[src/rtl/irq_bank_pkg.sv]
package irq_bank_pkg;
  localparam int DW = 32;

  typedef enum logic [1:0] {
    GRP_S0  = 2'd0,
    GRP_S1  = 2'd1,
    GRP_NS1 = 2'd2
  } eff_grp_e;

  localparam logic [11:0] OFF_WAKE  = 12'hA14;
  localparam logic [11:0] OFF_GRP   = 12'h080;
  localparam logic [11:0] OFF_SETEN = 12'h100;
  localparam logic [11:0] OFF_CLREN = 12'h180;
  localparam logic [11:0] OFF_SETP  = 12'h200;
  localparam logic [11:0] OFF_CLRP  = 12'h280;
  localparam logic [11:0] OFF_SETA  = 12'h300;
  localparam logic [11:0] OFF_CLRA  = 12'h380;
  localparam logic [11:0] OFF_PRIO  = 12'h400;
  localparam logic [11:0] OFF_CFG0  = 12'hC00;
  localparam logic [11:0] OFF_CFG1  = 12'hC04;
  localparam logic [11:0] OFF_GMOD  = 12'hD00;
  localparam logic [11:0] OFF_NSAC  = 12'hE00;
endpackage

[src/rtl/irq_grp_decode.sv]
module irq_grp_decode
  import irq_bank_pkg::*;
#(
  parameter int N = 32
) (
  input  logic [N-1:0]      grp_i,
  input  logic [N-1:0]      gmod_i,
  input  logic              sec_dis_i,
  output logic [N-1:0][1:0] eff_o
);
  for (genvar i = 0; i < N; i++) begin : g_dec
    always_comb begin
      if (grp_i[i])       eff_o[i] = GRP_NS1;
      else if (sec_dis_i) eff_o[i] = GRP_S0;
      else if (gmod_i[i]) eff_o[i] = GRP_S1;
      else                eff_o[i] = GRP_S0;
    end
  end
endmodule

[src/rtl/irq_bitvec_sc.sv]
module irq_bitvec_sc #(
  parameter int N = 32
) (
  input  logic         clk_i,
  input  logic         rst_ni,
  input  logic         set_i,
  input  logic         clr_i,
  input  logic [N-1:0] mask_i,
  output logic [N-1:0] q_o
);
  always_ff @(posedge clk_i or negedge rst_ni) begin
    if (!rst_ni)    q_o <= '0;
    else if (set_i) q_o <= q_o | mask_i;
    else if (clr_i) q_o <= q_o & ~mask_i;
  end

  a_r2_hold_idle: assert property (@(posedge clk_i) disable iff (!rst_ni)
    (!set_i && !clr_i) |=> $stable(q_o));
  a_r2_set_sticks: assert property (@(posedge clk_i) disable iff (!rst_ni)
    set_i |=> ((q_o & $past(mask_i)) == $past(mask_i)));
  a_r2_clr_drops: assert property (@(posedge clk_i) disable iff (!rst_ni)
    (clr_i && !set_i) |=> ((q_o & $past(mask_i)) == '0));
endmodule

[src/rtl/irq_prio_lane.sv]
module irq_prio_lane (
  input  logic       clk_i,
  input  logic       rst_ni,
  input  logic       wr_i,
  input  logic       ns_view_i,
  input  logic [7:0] wbyte_i,
  output logic [7:0] prio_o,
  output logic [7:0] view_o
);
  always_ff @(posedge clk_i or negedge rst_ni) begin
    if (!rst_ni)   prio_o <= '0;
    else if (wr_i) prio_o <= ns_view_i ? {1'b1, wbyte_i[7:1]} : wbyte_i;
  end

  // non-secure view is the stored byte doubled
  assign view_o = ns_view_i ? {prio_o[6:0], 1'b0} : prio_o;

  a_r5_ns_msb: assert property (@(posedge clk_i) disable iff (!rst_ni)
    (wr_i && ns_view_i) |=> prio_o[7]);
  a_r5_hold: assert property (@(posedge clk_i) disable iff (!rst_ni)
    !wr_i |=> $stable(prio_o));
endmodule

[src/rtl/irq_bank_regs.sv]
module irq_bank_regs
  import irq_bank_pkg::*;
#(
  parameter int NUM_SGI = 16,
  parameter int NUM_PPI = 16,
  parameter int ADDR_W  = 12,
  localparam int NUM_IRQ = NUM_SGI + NUM_PPI
) (
  input  logic                 clk_i,
  input  logic                 rst_ni,
  input  logic                 req_i,
  input  logic                 we_i,
  input  logic [ADDR_W-1:0]    addr_i,
  input  logic [DW-1:0]        wdata_i,
  input  logic                 secure_i,
  input  logic                 sec_dis_i,
  output logic [DW-1:0]        rdata_o,
  output logic                 err_o,
  output logic [NUM_IRQ-1:0]   enable_o,
  output logic [NUM_IRQ-1:0]   pending_o,
  output logic [NUM_IRQ-1:0]   active_o,
  output logic [NUM_IRQ-1:0]   edge_o,
  output logic [2*NUM_IRQ-1:0] eff_grp_o,
  output logic [8*NUM_IRQ-1:0] prio_o,
  output logic [2*NUM_SGI-1:0] nsacc_o,
  output logic                 sleep_o,
  output logic                 upd_o
);
  localparam int PRIO_WORDS = (NUM_IRQ + 3) / 4;

  logic wr;
  logic hit_wake, hit_grp, hit_seten, hit_clren, hit_setp, hit_clrp;
  logic hit_seta, hit_clra, hit_prio, hit_cfg0, hit_cfg1, hit_gmod, hit_nsac;
  logic mapped;
  logic [ADDR_W-1:0] prio_off;
  logic [ADDR_W-3:0] prio_word;

  assign wr        = req_i & we_i;
  assign hit_wake  = addr_i == ADDR_W'(OFF_WAKE);
  assign hit_grp   = addr_i == ADDR_W'(OFF_GRP);
  assign hit_seten = addr_i == ADDR_W'(OFF_SETEN);
  assign hit_clren = addr_i == ADDR_W'(OFF_CLREN);
  assign hit_setp  = addr_i == ADDR_W'(OFF_SETP);
  assign hit_clrp  = addr_i == ADDR_W'(OFF_CLRP);
  assign hit_seta  = addr_i == ADDR_W'(OFF_SETA);
  assign hit_clra  = addr_i == ADDR_W'(OFF_CLRA);
  assign hit_cfg0  = addr_i == ADDR_W'(OFF_CFG0);
  assign hit_cfg1  = addr_i == ADDR_W'(OFF_CFG1);
  assign hit_gmod  = addr_i == ADDR_W'(OFF_GMOD);
  assign hit_nsac  = addr_i == ADDR_W'(OFF_NSAC);
  assign prio_off  = addr_i - ADDR_W'(OFF_PRIO);
  assign prio_word = prio_off[ADDR_W-1:2];
  assign hit_prio  = (addr_i >= ADDR_W'(OFF_PRIO)) &&
                     (prio_off < ADDR_W'(4 * PRIO_WORDS)) && (addr_i[1:0] == 2'b00);

  assign mapped = hit_wake | hit_grp | hit_seten | hit_clren | hit_setp | hit_clrp |
                  hit_seta | hit_clra | hit_prio | hit_cfg0 | hit_cfg1 | hit_gmod | hit_nsac;
  assign err_o  = req_i & ~mapped;

  // access classes
  logic acc_priv, acc_sec_only, ns_view;
  assign acc_priv     = sec_dis_i | secure_i;
  assign acc_sec_only = ~sec_dis_i & secure_i;
  assign ns_view      = ~sec_dis_i & ~secure_i;

  logic [NUM_IRQ-1:0] grp_q, gmod_q;
  logic [NUM_IRQ-1:0][1:0] eff;
  logic [NUM_IRQ-1:0] vis, wmask;

  irq_grp_decode #(.N(NUM_IRQ)) u_dec (
    .grp_i     (grp_q),
    .gmod_i    (gmod_q),
    .sec_dis_i (sec_dis_i),
    .eff_o     (eff)
  );
  assign eff_grp_o = eff;

  for (genvar i = 0; i < NUM_IRQ; i++) begin : g_vis
    assign vis[i] = ~ns_view | (eff[i] == GRP_NS1);
  end
  assign wmask = wdata_i[NUM_IRQ-1:0] & vis;

  irq_bitvec_sc #(.N(NUM_IRQ)) u_en (
    .clk_i, .rst_ni, .set_i(wr & hit_seten), .clr_i(wr & hit_clren),
    .mask_i(wmask), .q_o(enable_o)
  );
  irq_bitvec_sc #(.N(NUM_IRQ)) u_pend (
    .clk_i, .rst_ni, .set_i(wr & hit_setp), .clr_i(wr & hit_clrp),
    .mask_i(wmask), .q_o(pending_o)
  );
  irq_bitvec_sc #(.N(NUM_IRQ)) u_act (
    .clk_i, .rst_ni, .set_i(wr & hit_seta), .clr_i(wr & hit_clra),
    .mask_i(wmask), .q_o(active_o)
  );

  logic [7:0] prio_view [NUM_IRQ];
  for (genvar i = 0; i < NUM_IRQ; i++) begin : g_prio
    irq_prio_lane u_lane (
      .clk_i,
      .rst_ni,
      .wr_i      (wr & hit_prio & (prio_word == (ADDR_W-2)'(i / 4)) & vis[i]),
      .ns_view_i (ns_view),
      .wbyte_i   (wdata_i[8*(i%4) +: 8]),
      .prio_o    (prio_o[8*i +: 8]),
      .view_o    (prio_view[i])
    );
  end

  logic [NUM_PPI-1:0]   edge_ppi_q;
  logic [2*NUM_SGI-1:0] nsac_q;
  logic                 sleep_q, upd_q;

  always_ff @(posedge clk_i or negedge rst_ni) begin
    if (!rst_ni) begin
      grp_q   <= '0;
      gmod_q  <= '0;
      nsac_q  <= '0;
      sleep_q <= 1'b1;
      upd_q   <= 1'b0;
    end else begin
      upd_q <= wr & hit_setp;
      if (wr && hit_grp && acc_priv)      grp_q   <= wdata_i[NUM_IRQ-1:0];
      if (wr && hit_gmod && acc_sec_only) gmod_q  <= wdata_i[NUM_IRQ-1:0];
      if (wr && hit_nsac && acc_sec_only) nsac_q  <= wdata_i[2*NUM_SGI-1:0];
      if (wr && hit_wake && acc_priv)     sleep_q <= wdata_i[1];
    end
  end

  for (genvar j = 0; j < NUM_PPI; j++) begin : g_cfg
    always_ff @(posedge clk_i or negedge rst_ni) begin
      if (!rst_ni) edge_ppi_q[j] <= 1'b0;
      else if (wr && hit_cfg1 && vis[NUM_SGI+j]) edge_ppi_q[j] <= wdata_i[2*j+1];
    end
  end

  assign edge_o  = {edge_ppi_q, {NUM_SGI{1'b1}}};
  assign nsacc_o = nsac_q;
  assign sleep_o = sleep_q;
  assign upd_o   = upd_q;

  always_comb begin
    rdata_o = '0;
    if (hit_wake) begin
      if (acc_priv && sleep_q) rdata_o[2:1] = 2'b11;
    end else if (hit_grp) begin
      if (acc_priv) rdata_o[NUM_IRQ-1:0] = grp_q;
    end else if (hit_seten || hit_clren) begin
      rdata_o[NUM_IRQ-1:0] = enable_o & vis;
    end else if (hit_setp || hit_clrp) begin
      rdata_o[NUM_IRQ-1:0] = pending_o & vis;
    end else if (hit_seta || hit_clra) begin
      rdata_o[NUM_IRQ-1:0] = active_o & vis;
    end else if (hit_cfg0) begin
      for (int j = 0; j < NUM_SGI; j++) rdata_o[2*j+1] = vis[j];
    end else if (hit_cfg1) begin
      for (int j = 0; j < NUM_PPI; j++) rdata_o[2*j+1] = edge_ppi_q[j] & vis[NUM_SGI+j];
    end else if (hit_gmod) begin
      if (acc_sec_only) rdata_o[NUM_IRQ-1:0] = gmod_q;
    end else if (hit_nsac) begin
      if (acc_sec_only) rdata_o[2*NUM_SGI-1:0] = nsac_q;
    end else if (hit_prio) begin
      for (int i = 0; i < NUM_IRQ; i++)
        if (prio_word == (ADDR_W-2)'(i / 4) && vis[i]) rdata_o[8*(i%4) +: 8] = prio_view[i];
    end
  end

  a_r9_upd_cause: assert property (@(posedge clk_i) disable iff (!rst_ni)
    upd_o |-> $past(req_i && we_i && addr_i == ADDR_W'(OFF_SETP)));
  a_r10_err_zero: assert property (@(posedge clk_i) disable iff (!rst_ni)
    err_o |-> (rdata_o == '0));
  a_r8_wake_hidden: assert property (@(posedge clk_i) disable iff (!rst_ni)
    (req_i && !we_i && hit_wake && !sec_dis_i && !secure_i) |-> (rdata_o == '0));
  a_r6_gmod_guard: assert property (@(posedge clk_i) disable iff (!rst_ni)
    (wr && hit_gmod && !acc_sec_only) |=> $stable(gmod_q));
  a_r6_grp_guard: assert property (@(posedge clk_i) disable iff (!rst_ni)
    (wr && hit_grp && !acc_priv) |=> $stable(grp_q));
  for (genvar i = 0; i < NUM_IRQ; i++) begin : g_chk
    a_r3_ns1_iff_grp: assert property (@(posedge clk_i) disable iff (!rst_ni)
      (eff_grp_o[2*i +: 2] == GRP_NS1) == grp_q[i]);
  end
endmodule

[config.mk]
export PLATFORM = sky130hd
export DESIGN_NAME = irq_bank_regs
export DESIGN_NICKNAME = d
export VERILOG_FILES = /design/src/rtl/irq_bank_pkg.sv /design/src/rtl/irq_grp_decode.sv /design/src/rtl/irq_bitvec_sc.sv /design/src/rtl/irq_prio_lane.sv /design/src/rtl/irq_bank_regs.sv
export SDC_FILE = /design/constraint.sdc
export NUM_CORES = 1
export LEC_CHECK = 0
export BUFFER_PORTS_ARGS = -buffer_cell sky130_fd_sc_hd__buf_2
export CORE_UTILIZATION = 30
export CTS_CLUSTER_SIZE = 12
export DETAILED_ROUTE_END_ITERATION = 10
export GPL_TIMING_DRIVEN = 0
export PLACE_DENSITY_LB_ADDON = 0.3
export SYNTH_ARGS = -nofsm -noshare
export SYNTH_HDL_FRONTEND = slang
export SYNTH_SLANG_ARGS = --single-unit
export TNS_END_PERCENT = 100
[constraint.sdc]
create_clock -name clk_i -period 3.4 [get_ports clk_i]
set_input_delay 0.34 -clock clk_i [delete_from_list [all_inputs] [get_ports clk_i]]
set_output_delay 0.34 -clock clk_i [all_outputs]
set_load 0.1 [all_outputs]
# == Yosys cells after proc, flatten, opt, wreduce, memory -nomap -nowiden ==
# Index checks and enable logic that the tools add are counted.
# word_totals
regBits,466
input_bits,50
out_inout_bits,515
wordCells,553
# classes
add_sub_neg,1
order_cmp,2
eq_ne,51
n_mux,248
n_bitwise,127
reduce_logical,68
# op_table
op,count
two-way mux 8 bit,68
two-way mux 32 bit,16
bitwise AND 32 bit,7
two-way mux 2 bit,66
two-way mux 1 bit,97
bitwise OR 32 bit,3
bitwise AND 1 bit,67
== test 2 bit (second input constant),32
== test 12 bit (second input constant),5
logical AND 1 bit,60
== test 12 x 10 -> 1 bit (second input constant),4
bitwise OR 1 bit,45
== test 10 x 3 -> 1 bit (second input constant),4
NOT 32 bit,1
two-way mux 29 bit,1
== test 12 x 9 -> 1 bit (second input constant),2
== test 10 x 2 -> 1 bit (second input constant),2
== test 12 x 8 -> 1 bit (second input constant),1
>= comparator 12 x 11 -> 1 bit (second input constant),1
< comparator 12 x 6 -> 1 bit (second input constant),1
subtractor 12 x 11 -> 12 bit (second input constant),1
== test 10 x 1 -> 1 bit (second input constant),1
logical NOT 10 bit,1
nonzero test 2 bit,3
3 further kinds,8

# == Logic depth before layout (Yosys ltp) ==
# Gate-level depths: netlist (run 1).
# depth
depth_word,24
mapped_depth,13
ltp_nobuf,8

# == By module ==
# A second synthesis (run 1) with hierarchy kept.
# hier_totals
cells_unflattened,3120
area_unflattened_um2,30624.4
# modules_own_cells
mod,n_inst,cells_each,area_each_um2,seq_area_each_um2
irq_prio_lane,32,44,476.7,200.2
irq_bank_regs,1,1339,10955.5,2854.0
irq_bitvec_sc,3,102,1249.9,800.8
irq_grp_decode,1,67,664.4,0.0

# == Least setup slack after synthesis (run 1) ==
# No wires, ideal clock.
# synth_path
kind,input to output
start,input addr_i[6]
end,output rdata_o[7]
arrival_ps,5160
required_time_ps,3060
setup_slack_ps,-2100
path_stages,9
path_buffers,2
path_cell_list,or3_1 buf_2 or3_1 buf_6 nor4_4 a32oi_1 nand2_1 nor2_1 o41ai_1
# synth_via
elab_chain_cells,21
elab_cells_between_ends,54
cone_classes,add/sub (1); order compare (2); eq/ne (19); mux (18); reduce/logical (14)
# synth_lines
item,line_no,source
from (decl),irq_bank_regs.sv:13,"input logic [ADDR_W-1:0] addr_i,"
subtractor 12 x 11 -> 12 bit,irq_bank_regs.sv:51,assign prio_off = addr_i - ADDR_W'(OFF_PRIO);
logical NOT 10 bit,irq_bank_regs.sv:163,if (prio_word == (ADDR_W-2)'(i / 4) && vis[i]) rdata_o[8*(i%4) +: 8] = prio_view[i];
logical AND 1 bit,irq_bank_regs.sv:163,
two-way mux 8 bit (8 in a row),irq_bank_regs.sv:163,
two-way mux 32 bit,irq_bank_regs.sv:161,end else if (hit_prio) begin
two-way mux 32 bit,irq_bank_regs.sv:159,end else if (hit_nsac) begin
two-way mux 32 bit,irq_bank_regs.sv:157,end else if (hit_gmod) begin
two-way mux 1 bit,irq_bank_regs.sv:155,end else if (hit_cfg1) begin
two-way mux 1 bit,irq_bank_regs.sv:153,end else if (hit_cfg0) begin
two-way mux 32 bit,irq_bank_regs.sv:151,end else if (hit_seta || hit_clra) begin
two-way mux 32 bit,irq_bank_regs.sv:149,end else if (hit_setp || hit_clrp) begin
two-way mux 32 bit,irq_bank_regs.sv:147,end else if (hit_seten || hit_clren) begin
two-way mux 32 bit,irq_bank_regs.sv:145,end else if (hit_grp) begin
two-way mux 29 bit *,irq_bank_regs.sv:143,if (hit_wake) begin
to (decl),irq_bank_regs.sv:17,"output logic [DW-1:0] rdata_o,"
# Mark *: on every way between the ends. The rest lies on a longest branch, timed or not.

# == Final worst setup path (run 1) ==
# layout_path
start,register grp_q[19]
end,output rdata_o[28]
# layout_via
elab_chain_cells,18
# layout_lines
item,line_no,source
from (decl),irq_bank_regs.sv:66,"logic [NUM_IRQ-1:0] grp_q, gmod_q;"
from (signal assigned),irq_bank_regs.sv:122,if (wr && hit_grp && acc_priv) grp_q <= wdata_i[NUM_IRQ-1:0];
two-way mux 2 bit,irq_grp_decode.sv:13,if (grp_i[i]) eff_o[i] = GRP_NS1;
== test 2 bit,irq_bank_regs.sv:79,assign vis[i] = ~ns_view | (eff[i] == GRP_NS1);
bitwise OR 1 bit,irq_bank_regs.sv:79,
logical AND 1 bit,irq_bank_regs.sv:163,
two-way mux 8 bit (4 in a row),irq_bank_regs.sv:163,
two-way mux 32 bit,irq_bank_regs.sv:161,
two-way mux 32 bit,irq_bank_regs.sv:159,
two-way mux 32 bit,irq_bank_regs.sv:157,
two-way mux 1 bit,irq_bank_regs.sv:155,
two-way mux 1 bit,irq_bank_regs.sv:153,
two-way mux 32 bit,irq_bank_regs.sv:151,
two-way mux 32 bit,irq_bank_regs.sv:149,
two-way mux 32 bit,irq_bank_regs.sv:147,
two-way mux 32 bit,irq_bank_regs.sv:145,
two-way mux 29 bit,irq_bank_regs.sv:143,
# No other way between the ends.

==> impl_results.md, run 1 <==
- Pwr per Cell Area: 358 mW/mm²
- TritonCTS Buffers: 52
- Post-synth EDFFs: 0
- CTS tree: built
- DR vias/cell: ~6.1
- Final setup fails: 25
- Worst setup SP type: register
- Crit path max fanout: 3
- Final Hold Vio Count: 0
- CP Capture Type: primary output
- Worst vdd ir: 321 µV
- Top-area cell type share of the netlist area: 0.456
- Setup crit start: grp_q[19]
- Post-DP HPWL: between 100 and 150 mm
- CTS H-tree lvls: 2
- Seq/Total Area, Yosys: 0.457
- Detailed Route Iter0 Violations: 4,163
- Vias in the first global route: between 20,000 and 30,000
- Critical R2R Launch: grp_q[19]
- Cell taking the most area after synthesis: dfrtp_1
- Worst slew pin tran: 1.42 ns
- Part of the cycle the worst path needs: 1.14
- Failing checks: negative setup slack
- I/O Buffers: 548
- Post-Synthesis Cells: between 2,000 and 3,000
- Finished Core Util: 0.431
- RSZ-0062 raised after global routing: yes
- Met1 Use GR: 0.488
- RePlAce Congestion: about 1.1
- Clock Latency Late Sink: 0.65 ns
- Clk buf depth: 3
- Clock sinks: 466
- # IOs: about 570
- Max Slew Vio Count: 0
- Hold Crit Class: input port to register
- Clock skew: between 0.02 and 0.025 ns
- Syn-to-layout area delta: 41.6%
- Fill cells: 8,537
- Die Wd: approximately 290 µm
- Cell Count, Final, Fillers Out: roughly 4,900
- Leakage: 16.9 nW
- Antenna diodes: 0
- Cell variety after synth: 76
- Met3 GRT Util: 0.125
- Die area: about 0.086 mm²
- Async set or reset register ratio after synthesis: 1.00
- Remaining antenna violation count: 0
- Placed insts: 4,634
- Final worst slack: -0.462 ns
- Initial Utilization: 0.304
- Mapped Area: roughly 0.025 mm²
- Die H: around 290 µm
- Outcome: finished with violations
- Share of layout cells above drive strength 1: 0.370
- Critical Path RT: between 3 and 4 ns
- Largest net degree at the start of global routing: around 110
- Synth warnings: 0
- Most Crowded Layer GR: met2
- Max_cap viols: 0
- Global-route wire length before repair: ~230 mm
- Fin nets: between 3,000 and 4,000
- HP Start: wdata_i[4]
- GR Util met2: 0.567
- Post-Route WL: between 150 and 200 mm
- Total GRT Usage: 0.383
- Avg Cell Area, Syn: roughly 8.7 µm²
- Largest cells by area after synthesis: dfrtp_1 (46%), nand2_1 (7.6%), a21oi_1 (6.3%), o21ai_0 (5.4%), mux2_2 (4.5%)
- GR Overflow Total: 0
- Clock Tree Root: clkbuf_16
- WL per Instance: 35.2 µm
- DR pass1 iterations: 8
- Min Tclk post-route: between 3 and 4 ns
- Vias: between 20,000 and 30,000
- CP arrival: roughly 3.5 ns
- Reg clk slew, reported paths: approximately 0.06 ns
- Main flop type after synthesis: dfrtp_1
- Seq cells post-synth: 466
- Residual DRC: 0
- Core ar.: about 0.084 mm²
- # rows: about 110
- Achievable Freq: about 0.26 GHz
- Slew margin rel.: 0.0241
- Initial antenna violation count: 5
- CP Class: register to primary output
[cell usage in the layout, fill, tap and decap left out, drive strengths merged, types with 39 or more instances in the layout]
cell    synthesis  routed
mux2          111     111
clkbuf        131     173
mux2i          80      80
a31oi          41      41
nand2         516     516
and3           65      65
a21oi         324     324
buf           111     823
nand3          78      78
o21ai         309     309
dfrtp         465     465
nor2          241     241
o31ai         101     101
or3            39      39
[cells in the mapped netlist (all sizes together) (65+ instances only)]
library cell / n
clkbuf: 131
dfrtp: 465
buf: 111
o21ai: 309
nand2: 516
nor2: 241
nand3: 78
mux2: 111
a21oi: 324
o31ai: 101
mux2i: 80
and3: 65
[kinds of logic (layout without fill, tap and decap cells)]
family	after synthesis	in the layout	synth area share
AO/OA/AOI/OAI	958	958	0.223
buffers and inverters	244	1017	0.0443
flip-flops	466	466	0.457
multiplexers	191	191	0.0818
other	1	16	0.000147
AND/OR/NAND/NOR	1069	1069	0.193
[final cells by class]
cell class	count	area, µm²	area share
multi-input combinational	2234	14800	0.408
sequential	466	11700	0.324
timing repair buffer	700	4550	0.126
buffer	220	1910	0.0529
clock buffer	77	1520	0.0420
tap	1134	1420	0.0393
clock inverter	18	259	0.00717
inverter	2	7.51	0.000208
[stage by stage]
stage                     worst slack, ns  TNS (ns)  area, µm²  power, mW  hold WS [ns]
final                              -0.462     -3.27      36100       12.9        0.0514
after global routing               -0.461     -2.72      36100       13.1        0.0549
after CTS                          -0.364     -3.34      34900       12.8        0.0308
after detailed placement            -2.30   -389.32      30300       6.68         0.305
after global placement              -9.59  -4082.69      30100       6.65         0.501
after floorplan                    -0.302     -9.90      25900       6.07        0.0444
[critical path, stage by stage (launching register included)]
cell and delay, ns:
dfrtp_2 0.40, or3_4 0.44, nand4_1 0.25, a21oi_1 0.08
or4_4 0.57, nor4_4 0.44, o21ai_1 0.16, a221oi_2 0.21
o21ai_2 0.14, buf_12 0.19
[routing by layer]
metal | share of wire | wire length, µm
met1 | 0.37 | 63200
met2 | 0.43 | 73200
met3 | 0.13 | 22400
met4 | 0.070 | 11900
met5 | 0.00025 | 43
[final timing paths]
check                                              end  slack (ns)  cells after the start
min in group asynchronous  g_prio[17].u_lane.prio_o[3]        0.22                      2
min                                          gmod_q[4]        0.05                      2
max reg2reg                g_prio[19].u_lane.prio_o[3]        1.09                      8
max                                        rdata_o[28]       -0.46                      9
min reg2reg                g_prio[17].u_lane.prio_o[7]        0.53                      2
max in group asynchronous                    grp_q[31]        1.25                      5
[timing repair]
item / 4_1_cts / 5_1_grt
hold endpoints to repair: 57 / 0
resized for setup: 605 / 204
hold buffers: 1 / 0
endpoints found under the setup margin: 312 / 80
buffers inserted: 92 / 51
cloned: 0 / 1
pin swaps: 98 / 62
[where the power goes]
part / total [mW] / leakage, nW / switching, mW / internal [mW]
Combinational: 1.29 / 9.58 / 0.994 / 0.299
Sequential: 5.55 / 6.46 / 0.00313 / 5.55
Clock: 6.07 / 0.871 / 2.60 / 3.47
Power figures use the tool's default switching activity.
==> run 2: changes to the inputs <==
--- a/config.mk
+++ b/config.mk
@@ -10,7 +10,7 @@
 export CTS_CLUSTER_SIZE = 12
 export DETAILED_ROUTE_END_ITERATION = 10
 export GPL_TIMING_DRIVEN = 0
-export PLACE_DENSITY_LB_ADDON = 0.3
+export PLACE_DENSITY = 0.54
 export SYNTH_ARGS = -nofsm -noshare
 export SYNTH_HDL_FRONTEND = slang
 export SYNTH_SLANG_ARGS = --single-unit
==> impl_results.md, run 2 (synthesized netlist as in run 1, its figures left out) <==
- Slew margin rel.: -0.00739
- # IOs: 565
- Max_cap viols: 1
- Total Neg Setup Slack: -4.08 ns
- Outcome: finished with violations
- CP top delay family: simple AND/OR/NAND/NOR gates
- Crit path max fanout: 3
- Post-Route WL: around 170 mm
- Total GRT Usage: 0.389
- CTS tree: built
- Most frequent cells in the layout: buf_2 (539), nand2_1 (495), dfrtp_1 (442)
- Die Wd: 294 µm
- Failing checks: max-capacitance violations, max-slew violations, negative setup slack
- Die area: around 0.086 mm²
- Switching Fraction: 0.275
- CP Class: register to primary output
- # rows: around 110
- RSZ-0062 raised after global routing: yes
- Global-route wire length before repair: between 200 and 250 mm
- I/O Buffers: between 500 and 600
- Syn-to-layout area delta: 43.2%
- Slowest cell on the critical path: or3_4
- Worst slew pin tran: roughly 1.5 ns
- Sequence of cells on the critical path: or3_4 -> buf_6 -> nand4_1 -> a21oi_1 -> or4_4 -> nor4_4 -> o21ai_2 -> a221oi_2 -> o21ai_2 -> buf_12
- Fin nets: 3,725
- RePlAce Congestion: 1.05
- Achievable Freq: between 0.2 and 0.3 GHz
- Vias: a little under 30,000
- Most frequent CP cell: o21ai_2
- Detailed Route Iter0 Violations: ~3,700
- Seq pwr share: 0.422
- Clock skew: 0.0427 ns
- WL per Instance: 35.5 µm
- Final setup fails: 23
- Comb pwr share: 0.101
- Clock Latency Late Sink: between 0.6 and 0.7 ns
- CP Capture Type: primary output
- Clock sinks: ~470
- Vias in the first global route: around 28,000
- Max Slew Vio Count: 1
- Initial Utilization: 0.304
- WHS: just over 0.04 ns
- Largest net degree at the start of global routing: approximately 120
- Crit path buf inv count: 2
- CTS H-tree lvls: 2
- Critical path's largest stage delay: roughly 0.45 ns
- Final Hold Vio Count: 0
- Met1 Use GR: 0.501
- Hold Crit Class: input port to register
- Most common cell after layout, fill and taps aside: buf_2
- GR Overflow Total: 0
- DR pass1 iterations: 8
- DR vias/cell: approximately 6
- Core ar.: 0.0838 mm²
- Critical Path RT: a little over 3 ns
- TritonCTS Buffers: 54
- Worst vdd ir: approximately 370 µV
- Final worst slack: -0.530 ns
- Clock Tree Root: clkbuf_16
- Most Crowded Layer GR: met2
- Post-DP HPWL: around 130 mm
- NetSw: around 3.6 mW
- Residual DRC: 0
- Min Tclk post-route: about 3.9 ns
- Reg clk slew, reported paths: approximately 0.06 ns
- Part of the cycle the worst path needs: 1.16
- Pwr per Cell Area: approximately 360 mW/mm²
- Initial antenna violation count: 15
- GR Util met2: 0.582
- Leakage: about 17 nW
- Die H: ~290 µm
- Finished Core Util: 0.436
- Remaining antenna violation count: 0
- Int Pwr: ~9.5 mW
- Share of layout cells above drive strength 1: 0.371
- Worst setup SP type: register
- CP arrival: roughly 3.6 ns
- Clock network power share: 0.477
- Clk buf depth: 3
- Met3 GRT Util: 0.111
## run 2: changes by cell type in the layout (fill, tap and decap cells not counted), moves of 6 or more
| cell | delta |
|---|---|
| a31oi_4 | +7 |
| a31oi_1 | -7 |
| a21oi_4 | +6 |
| buf_4 | -18 |
| buf_8 | -6 |
| buf_12 | +11 |
| clkbuf_16 | +6 |
## run 2: path summary, 6_finish.rpt
| kind | startpoint | endpoint | slack [ns] | cells past startpoint |
|---|---|---|---|---|
| max | grp_q[19] | rdata_o[28] | -0.53 | 10 |
| min reg2reg | g_prio[17].u_lane.prio_o[7] | g_prio[17].u_lane.prio_o[7] | 0.52 | 2 |
| max in group asynchronous | rst_ni | grp_q[8] | 1.70 | 4 |
| max reg2reg | grp_q[19] | g_prio[19].u_lane.prio_o[3] | 0.95 | 9 |
| min in group asynchronous | rst_ni | g_prio[17].u_lane.prio_o[0] | 0.22 | 2 |
| min | wdata_i[4] | gmod_q[4] | 0.04 | 2 |
## run 2: per-layer routing
metal	vias up	wire, µm
met5	-	70
met4	12	12400
met3	542	20500
met2	2167	74300
met1	14700	65400
li1	12100	-
## run 2: through the flow
step           setup WS [ns]  power, mW  instances  instance area, µm²
6_report              -0.530       13.2       4855               36500
5_1_grt               -0.471       13.4       4854               36500
4_1_cts               -0.365       13.1       4823               35600
3_5_place_dp           -2.69       6.70       4634               30300
3_3_place_gp           -9.77       6.67       4626               30100
2_1_floorplan         -0.302       6.07       2944               25900
## run 2: what timing repair did
action,4_1_cts,5_1_grt
setup endpoints to repair,320,35
endpoints found under the hold margin,46,0
cloned,0,1
hold buffers,1,0
setup buffers,110,30
pin swaps,120,64
gates resized for setup,697,153
## run 2: layout make-up
type,count,area (µm²)
multi-input combinational,2234,14900
clock inverter,22,307
buffer,219,2020
clock buffer,77,1570
inverter,2,7.51
fill,8484,47300
antenna,3,7.51
tap,1134,1420
sequential,466,11700
timing repair buffer,698,4600
## run 2: worst register-to-register path, cell delays in order (launching register included)
cell and delay [ns]:
dfrtp_2 0.40, or3_4 0.45, buf_6 0.17, nand4_1 0.26, buf_4 0.21, buf_4 0.11
or3_1 0.09, clkbuf_1 0.23, buf_2 0.27, o21ai_1 0.08
## run 2: power groups by stage
| stage | combinational, mW | sequential [mW] | clock, mW |
|---|---|---|---|
| after floorplan | 0.409 | 5.66 | 0 |
| after global placement | 1.02 | 5.66 | 0 |
| after detailed placement | 1.04 | 5.65 | 0 |
| after CTS | 1.23 | 5.55 | 6.34 |
| after global routing | 1.34 | 5.55 | 6.56 |
| final | 1.33 | 5.55 | 6.28 |
